[src/rtl/rtc_pkg.sv]
package rtc_pkg;

  localparam int unsigned BCD_W  = 8;
  localparam int unsigned DOW_W  = 3;
  localparam int unsigned ADDR_W = 3;
  localparam int unsigned N_TOD  = 3;

  typedef enum logic [ADDR_W-1:0] {
    REG_SEC   = 3'd0,
    REG_MIN   = 3'd1,
    REG_HOUR  = 3'd2,
    REG_DATE  = 3'd3,
    REG_MONTH = 3'd4,
    REG_YEAR  = 3'd5,
    REG_DOW   = 3'd6,
    REG_STAT  = 3'd7
  } rtc_reg_e;

  localparam logic [BCD_W-1:0] TOD_MAX [N_TOD] = '{8'h59, 8'h59, 8'h23};
  localparam logic [DOW_W-1:0] DOW_MAX = 3'd6;

  // low digit 9 or above carries; keeps counting from illegal codes
  function automatic logic [BCD_W-1:0] bcd_next(input logic [BCD_W-1:0] v);
    logic [3:0] hi;
    hi = v[7:4] + 4'd1;
    if (v[3:0] >= 4'd9) return {hi, 4'd0};
    else                return {v[7:4], v[3:0] + 4'd1};
  endfunction

  function automatic logic is_leap(input logic [BCD_W-1:0] y);
    if (!y[4]) return (y[3:0] == 4'd0) || (y[3:0] == 4'd4) || (y[3:0] == 4'd8);
    else       return (y[3:0] == 4'd2) || (y[3:0] == 4'd6);
  endfunction

  function automatic logic [BCD_W-1:0] last_day(input logic [BCD_W-1:0] mon,
                                                input logic [BCD_W-1:0] yr);
    case (mon)
      8'h02:                      return is_leap(yr) ? 8'h29 : 8'h28;
      8'h04, 8'h06, 8'h09, 8'h11: return 8'h30;
      default:                    return 8'h31;
    endcase
  endfunction

endpackage

[src/rtl/rtc_prescaler.sv]
module rtc_prescaler #(
  parameter int unsigned TICKS_PER_SEC = 32768
) (
  input  logic clk_i,
  input  logic rst_ni,
  input  logic tick_i,
  input  logic clr_i,
  output logic sec_o
);

  localparam int unsigned CW = (TICKS_PER_SEC > 1) ? $clog2(TICKS_PER_SEC) : 1;
  localparam logic [CW-1:0] LAST = CW'(TICKS_PER_SEC - 1);

  logic [CW-1:0] cnt_q;
  logic          at_last;

  assign at_last = (cnt_q == LAST);
  assign sec_o   = tick_i && at_last && !clr_i;

  always_ff @(posedge clk_i or negedge rst_ni) begin
    if (!rst_ni)            cnt_q <= '0;
    else if (clr_i)         cnt_q <= '0;
    else if (tick_i)        cnt_q <= at_last ? '0 : cnt_q + 1'b1;
  end


  phase_clr_chk: assert property (@(posedge clk_i) disable iff (!rst_ni)
    clr_i |=> (cnt_q == '0));


  phase_wrap_chk: assert property (@(posedge clk_i) disable iff (!rst_ni)
    sec_o |=> (cnt_q == '0));


  phase_idle_chk: assert property (@(posedge clk_i) disable iff (!rst_ni)
    (!tick_i && !clr_i) |=> $stable(cnt_q));

endmodule

[src/rtl/rtc_bcd_counter.sv]
module rtc_bcd_counter
  import rtc_pkg::*;
#(
  parameter logic [BCD_W-1:0] MAX     = 8'h59,
  parameter logic [BCD_W-1:0] RST_VAL = 8'h00
) (
  input  logic             clk_i,
  input  logic             rst_ni,
  input  logic             inc_i,
  input  logic             ld_i,
  input  logic [BCD_W-1:0] ld_val_i,
  output logic [BCD_W-1:0] val_o,
  output logic             carry_o
);

  logic [BCD_W-1:0] val_q;
  logic             at_max;

  assign at_max  = (val_q == MAX);
  assign carry_o = inc_i && !ld_i && at_max;
  assign val_o   = val_q;

  always_ff @(posedge clk_i or negedge rst_ni) begin
    if (!rst_ni)     val_q <= RST_VAL;
    else if (ld_i)   val_q <= ld_val_i;
    else if (inc_i)  val_q <= at_max ? '0 : bcd_next(val_q);
  end


  load_chk: assert property (@(posedge clk_i) disable iff (!rst_ni)
    ld_i |=> (val_q == $past(ld_val_i)));


  wrap_chk: assert property (@(posedge clk_i) disable iff (!rst_ni)
    carry_o |=> (val_q == '0));


  hold_chk: assert property (@(posedge clk_i) disable iff (!rst_ni)
    (!inc_i && !ld_i) |=> $stable(val_q));

endmodule

[src/rtl/rtc_calendar_unit.sv]
module rtc_calendar_unit
  import rtc_pkg::*;
(
  input  logic             clk_i,
  input  logic             rst_ni,
  input  logic             day_inc_i,
  input  logic             ld_date_i,
  input  logic             ld_month_i,
  input  logic             ld_year_i,
  input  logic             ld_dow_i,
  input  logic [BCD_W-1:0] wdata_i,
  output logic [BCD_W-1:0] date_o,
  output logic [BCD_W-1:0] month_o,
  output logic [BCD_W-1:0] year_o,
  output logic [DOW_W-1:0] dow_o
);

  logic [BCD_W-1:0] date_q, month_q, year_q;
  logic [DOW_W-1:0] dow_q;
  logic             date_wrap, month_wrap;

  assign date_wrap  = day_inc_i && !ld_date_i && (date_q == last_day(month_q, year_q));
  assign month_wrap = date_wrap && !ld_month_i && (month_q == 8'h12);

  always_ff @(posedge clk_i or negedge rst_ni) begin
    if (!rst_ni) begin
      date_q  <= 8'h01;
      month_q <= 8'h01;
      year_q  <= 8'h00;
      dow_q   <= '0;
    end else begin
      if (ld_date_i)       date_q <= wdata_i;
      else if (date_wrap)  date_q <= 8'h01;
      else if (day_inc_i)  date_q <= bcd_next(date_q);

      if (ld_month_i)      month_q <= wdata_i;
      else if (month_wrap) month_q <= 8'h01;
      else if (date_wrap)  month_q <= bcd_next(month_q);

      if (ld_year_i)       year_q <= wdata_i;
      else if (month_wrap) year_q <= (year_q == 8'h99) ? 8'h00 : bcd_next(year_q);

      if (ld_dow_i)        dow_q <= wdata_i[DOW_W-1:0];
      else if (day_inc_i)  dow_q <= (dow_q == DOW_MAX) ? '0 : dow_q + 1'b1;
    end
  end

  assign date_o  = date_q;
  assign month_o = month_q;
  assign year_o  = year_q;
  assign dow_o   = dow_q;


  dow_wrap_chk: assert property (@(posedge clk_i) disable iff (!rst_ni)
    (day_inc_i && !ld_dow_i && dow_q == DOW_MAX) |=> (dow_q == '0));


  month_hold_chk: assert property (@(posedge clk_i) disable iff (!rst_ni)
    (!day_inc_i && !ld_month_i) |=> $stable(month_q));


  year_hold_chk: assert property (@(posedge clk_i) disable iff (!rst_ni)
    (!day_inc_i && !ld_year_i) |=> $stable(year_q));


  leap_day_chk: assert property (@(posedge clk_i) disable iff (!rst_ni)
    (day_inc_i && !ld_date_i && month_q == 8'h02 && date_q == 8'h28 && year_q[1:0] == 2'b00
     && !year_q[4]) |=> (date_q == 8'h29));

endmodule

[src/rtl/rtc_calendar.sv]
module rtc_calendar
  import rtc_pkg::*;
#(
  parameter int unsigned TICKS_PER_SEC = 32768
) (
  input  logic              clk_i,
  input  logic              rst_ni,
  input  logic              tick_i,
  input  logic              pwr_up_i,
  input  logic              wr_en_i,
  input  logic              rd_en_i,
  input  logic [ADDR_W-1:0] addr_i,
  input  logic [BCD_W-1:0]  wdata_i,
  output logic [BCD_W-1:0]  rdata_o,
  output logic [BCD_W-1:0]  sec_o,
  output logic [BCD_W-1:0]  min_o,
  output logic [BCD_W-1:0]  hour_o,
  output logic [BCD_W-1:0]  date_o,
  output logic [BCD_W-1:0]  month_o,
  output logic [BCD_W-1:0]  year_o,
  output logic [DOW_W-1:0]  dow_o,
  output logic              fail_o
);

  localparam int unsigned N_FIELDS = 7;

  logic [N_FIELDS-1:0] ld;
  logic                time_wr;
  logic                sec_pulse;
  logic [N_TOD:0]      tod_inc;
  logic [BCD_W-1:0]    tod_val [N_TOD];
  logic                fail_q;
  logic [BCD_W-1:0]    rdata_q;

  always_comb begin
    for (int k = 0; k < N_FIELDS; k++) ld[k] = wr_en_i && (addr_i == ADDR_W'(k));
  end
  assign time_wr = |ld;

  rtc_prescaler #(.TICKS_PER_SEC(TICKS_PER_SEC)) u_presc (
    .clk_i  (clk_i),
    .rst_ni (rst_ni),
    .tick_i (tick_i),
    .clr_i  (time_wr),
    .sec_o  (sec_pulse)
  );

  assign tod_inc[0] = sec_pulse;

  for (genvar g = 0; g < N_TOD; g++) begin : g_tod
    rtc_bcd_counter #(.MAX(TOD_MAX[g]), .RST_VAL(8'h00)) u_cnt (
      .clk_i    (clk_i),
      .rst_ni   (rst_ni),
      .inc_i    (tod_inc[g]),
      .ld_i     (ld[g]),
      .ld_val_i (wdata_i),
      .val_o    (tod_val[g]),
      .carry_o  (tod_inc[g+1])
    );
  end

  rtc_calendar_unit u_cal (
    .clk_i      (clk_i),
    .rst_ni     (rst_ni),
    .day_inc_i  (tod_inc[N_TOD]),
    .ld_date_i  (ld[REG_DATE]),
    .ld_month_i (ld[REG_MONTH]),
    .ld_year_i  (ld[REG_YEAR]),
    .ld_dow_i   (ld[REG_DOW]),
    .wdata_i    (wdata_i),
    .date_o     (date_o),
    .month_o    (month_o),
    .year_o     (year_o),
    .dow_o      (dow_o)
  );

  assign sec_o  = tod_val[REG_SEC];
  assign min_o  = tod_val[REG_MIN];
  assign hour_o = tod_val[REG_HOUR];

  always_ff @(posedge clk_i or negedge rst_ni) begin
    if (!rst_ni)       fail_q <= 1'b1;
    else if (pwr_up_i) fail_q <= 1'b1;
    else if (time_wr)  fail_q <= 1'b0;
  end
  assign fail_o = fail_q;

  always_ff @(posedge clk_i or negedge rst_ni) begin
    if (!rst_ni) rdata_q <= '0;
    else if (rd_en_i) begin
      case (rtc_reg_e'(addr_i))
        REG_SEC:   rdata_q <= sec_o;
        REG_MIN:   rdata_q <= min_o;
        REG_HOUR:  rdata_q <= hour_o;
        REG_DATE:  rdata_q <= date_o;
        REG_MONTH: rdata_q <= month_o;
        REG_YEAR:  rdata_q <= year_o;
        REG_DOW:   rdata_q <= {{(BCD_W-DOW_W){1'b0}}, dow_o};
        default:   rdata_q <= {{(BCD_W-1){1'b0}}, fail_q};
      endcase
    end
  end
  assign rdata_o = rdata_q;


  fail_set_chk: assert property (@(posedge clk_i) disable iff (!rst_ni)
    pwr_up_i |=> fail_o);


  fail_clr_chk: assert property (@(posedge clk_i) disable iff (!rst_ni)
    (wr_en_i && addr_i != REG_STAT && !pwr_up_i) |=> !fail_o);


  rd_hold_chk: assert property (@(posedge clk_i) disable iff (!rst_ni)
    !rd_en_i |=> $stable(rdata_o));


  no_adv_on_wr_chk: assert property (@(posedge clk_i) disable iff (!rst_ni)
    (wr_en_i && addr_i != REG_SEC && addr_i != REG_STAT) |=> $stable(sec_o));


  stat_wr_chk: assert property (@(posedge clk_i) disable iff (!rst_ni)
    (wr_en_i && addr_i == REG_STAT && !pwr_up_i) |=> (fail_o == $past(fail_o)));

endmodule

[config.mk]
export PLATFORM = sky130hd
export DESIGN_NAME = rtc_calendar
export DESIGN_NICKNAME = d
export VERILOG_FILES = /design/src/rtl/rtc_pkg.sv /design/src/rtl/rtc_prescaler.sv /design/src/rtl/rtc_bcd_counter.sv /design/src/rtl/rtc_calendar_unit.sv /design/src/rtl/rtc_calendar.sv
export SDC_FILE = /design/constraint.sdc
export NUM_CORES = 1
export LEC_CHECK = 0
export ABC_AREA = 1
export BUFFER_PORTS_ARGS = -buffer_cell sky130_fd_sc_hd__buf_2
export CORE_MARGIN = 2
export CORE_UTILIZATION = 51
export CTS_CLUSTER_SIZE = 28
export DETAILED_ROUTE_END_ITERATION = 6
export PLACE_DENSITY = 0.75
export SYNTH_ARGS = -nofsm -noshare
export SYNTH_HDL_FRONTEND = slang
export SYNTH_SLANG_ARGS = --single-unit
[constraint.sdc]
create_clock -name clk_i -period 2 [get_ports clk_i]
set_input_delay 0.3 -clock clk_i [delete_from_list [all_inputs] [get_ports clk_i]]
set_output_delay 0.3 -clock clk_i [all_outputs]
set_load 0.05 [all_outputs]
==> run metrics <==
DRC violations left=14; HPWL after detailed placement=approximately 12000 um; period utilisation layout=110.0%; CTS H-tree depth=3; FF+latch count, synth=75; Die Y=between 100 and 150 um; largest net degree at the start of global routing=43; yosys warns=0; syn nets=~730; die width=105.1 um; type of the worst setup path=flip-flop to flip-flop; syn avg cell area=between 7 and 8 sq um; Area contributors post-synth=dfrtp_1 (35%), nand2_1 (9.2%), ha_1 (7.9%); Num CTS Buffers=9; final net count=~900; DP Area=6342 sq um; layout cells sized above 1=between 30% and 40%; Tmin final=between 2 and 2.5 ns; ys flop type=dfrtp_1; Avg WL per Cell=17.03 um; worst-skew pair later-pin latency=roughly 0.38 ns; CP max FO=5; first-pass GRT wire length=between 20000 and 30000 um; die area=~11000 sq um; Syn-to-layout area delta=33.99%; DR vias=around 5700; slowest CP cell=dfstp_4; row count=36; area of the mapped netlist=about 5200 sq um; vias in the first global route=5469; area share of the largest cell type after synthesis=34.57%; antenna viol nets, final=0; Worst slew margin=64.10%; largest area contributor in the netlist=dfrtp_1; IO Pins=between 70 and 80; max-cap viol count=0; Fillers=about 760; Routed WL=around 17000 um; Antenna Cells=0; unique cell type count in the Yosys netlist=46; crit path cell chain=inv_6 > ha_4 > o21ai_1 > nand2_1 > nand2_2 > buf_4 > nand4_1 > nand3_2 > nor2_4 > buf_4 > o211ai_4 > nand2_2 > nand2_1 > nand2_1; count of buffers from port buffering=76; initial antenna violation count=0; max incr delay on CP=between 0.6 and 0.7 ns; leakage power figure=approximately 3.5 nW; PnR worst setup slack=-0.1993 ns; sequential-to-total area share from yosys stat=36.08%; CP Launch Type=flip-flop; worst endpoint required time=~2.3 ns; Data arrival, critical path=roughly 2.5 ns; max frequency=approximately 450 MHz; Multi-input gate area=about 3100 sq um; Post-synth EDFFs=0; cell count after synthesis=roughly 680; status=complete, but fails checks; gr ovfl total=0; max-slew violation count=0; CTS tree=done; initial core utilization=52.84%; clock root cell=clkbuf_8; Setup violations, final=31; worst vdd ir=0.0006210 V; critical path capture point type=flip-flop; clock slew seen by the registers of the worst setup and hold paths=0.09 ns; Final Hold Fails=0; sequential standard cell area=roughly 1900 sq um; total track usage=30.09%; Via density=roughly 5.8; clk buf depth=2; most used cell along the critical path=nand2_1; RD Place Congestion=0.9689; Placement Setup Slack=-0.2603 ns; Core Footprint=just under 10000 sq um; worst hold path type=primary input to flip-flop; Worst Tran Pin Value=0.5315 ns; drt pass-1 iters=7; First DRT Iteration DRCs=between 400 and 500; RSZ-0062 raised after global routing=yes; Fin Setup TNS=-3.713 ns; final std cell area, no fill=6984 sq um; setup skew after layout=about 0.017 ns; failing checks=design-rule violations, negative setup slack; Post-synth ARST share=between 90% and 100%; P per Cell Area=about 1100 nW/um^2; CTS sink cnt=75
==> worst max-delay path, delay by kind of cell (launching register included) <==
family	cells	cell delay, ns
simple gates	8	0.80
flops	1	0.65
buf+inv	3	0.29
compound gates	2	0.22
fa+ha+maj	1	0.15
==> report_power, final <==
| group | switching, mW | internal (mW) |
|---|---|---|
| combinational | 2.92 | 1.32 |
| sequential | 0.370 | 1.89 |
| clock | 0.668 | 0.598 |
==> cell type report <==
type | instances | area share, %
flip-flops and latches | 75 | 27.21
well taps | 133 | 2.383
repair buffers | 164 | 15.80
inverters | 118 | 6.557
clock buffers | 9 | 1.774
multi-input cells | 484 | 45.07
clock inverters | 7 | 1.200
==> path summary, 6_finish.rpt <==
check | startpoint | to | slack (ns) | cells after the start
max | u_cal.month_o[0] | u_cal.month_o[5] | -0.20 | 14
min | pwr_up_i | fail_o | 0.13 | 2
max reg2reg | u_cal.month_o[0] | u_cal.month_o[5] | -0.20 | 14
min reg2reg | u_presc.cnt_q[14] | u_presc.cnt_q[14] | 0.52 | 2
max in group asynchronous | rst_ni | fail_o | 0.96 | 3
min in group asynchronous | rst_ni | g_tod[0].u_cnt.val_o[7] | 0.42 | 2
==> flip-flops by register name, summed over array words and instances, names as in the netlist <==
| register | cells |
|---|---|
| g_tod.u_cnt.val_o | 24 |
| u_cal.year_o | 8 |
| u_cal.dow_o | 3 |
| u_presc.cnt_q | 15 |
| u_cal.month_o | 8 |
| fail_o | 1 |
| rdata_o | 8 |
| u_cal.date_o | 8 |
==> cells in the final DEF (no fill, tap or decap), types with 7 or more instances in the layout <==
cell type  netlist  layout
nand2_1        128     103
inv_1          107      98
buf_2            3      75
buf_4            0      75
dfrtp_1         72      59
nand3_1         48      45
nor2_1          51      42
o22ai_1         36      35
ha_1            33      29
o21ai_0         41      27
nand2_2          5      22
nor3_1          17      17
a21oi_1         17      15
xor2_1          14      14
inv_2            8      14
dfrtp_2          0      13
o221ai_1        15      12
nor2_2           9      12
o21ai_1          4      12
buf_6            1      12
nand4_1         11      11
nor2_4           5      11
nand2_4          2      10
clkbuf_8         0       9
nand3_2          7       8
xnor2_1          8       8
o21ai_2          1       7
==> logic make-up (layout without fill, tap and decap cells) <==
| family | after synthesis | count (layout) | synth area share [%] |
|---|---|---|---|
| compound gates | 138 | 138 | 16.59 |
| xor+xnor | 22 | 22 | 3.697 |
| fa+ha+maj | 33 | 33 | 7.921 |
| buf+inv | 125 | 298 | 9.241 |
| flops | 75 | 75 | 36.08 |
| mux | 1 | 1 | 0.2160 |
| simple gates | 290 | 290 | 26.26 |
==> through the flow <==
step	util (%)	power, mW	instances	hold WS (ns)
final	70.80	7.766	990	0.1348
after global routing	70.80	8.199	990	0.1407
after CTS	67.48	7.536	978	0.1341
after detailed placement	64.29	6.208	959	0.2882
after global placement	64.29	6.095	959	0.2800
after floorplan	-	4.923	684	0.004409
==> synthesized netlist by cell type, types with 9 or more instances <==
| master | number |
|---|---|
| dfrtp_1 | 72 |
| o22ai_1 | 36 |
| inv_1 | 107 |
| nand3_1 | 48 |
| nand4_1 | 11 |
| o21ai_0 | 41 |
| a21oi_1 | 17 |
| xor2_1 | 14 |
| nor2_1 | 51 |
| nand2_1 | 128 |
| nor3_1 | 17 |
| o221ai_1 | 15 |
| nor2_2 | 9 |
| ha_1 | 33 |
==> what timing repair did <==
action,CTS,global route
pin swaps,13,19
gates cloned,0,0
endpoints found under the hold margin,31,0
buffers inserted,2,12
gates resized for setup,21,78
hold buffers,1,0
endpoints found under the setup margin,26,47
==> per-layer routing <==
| metal | global-route usage (%) | vias up | wire, um |
|---|---|---|---|
| met1 | 39.48 | 2694 | 6745 |
| met3 | 4.803 | 65 | 1499 |
| met2 | 49.35 | 322 | 8046 |
| met5 | 0 | - | 0 |
| li1 | - | 2651 | - |
| met4 | 12.48 | 0 | 563 |
Note: power is estimated with default switching activity, not from simulation.
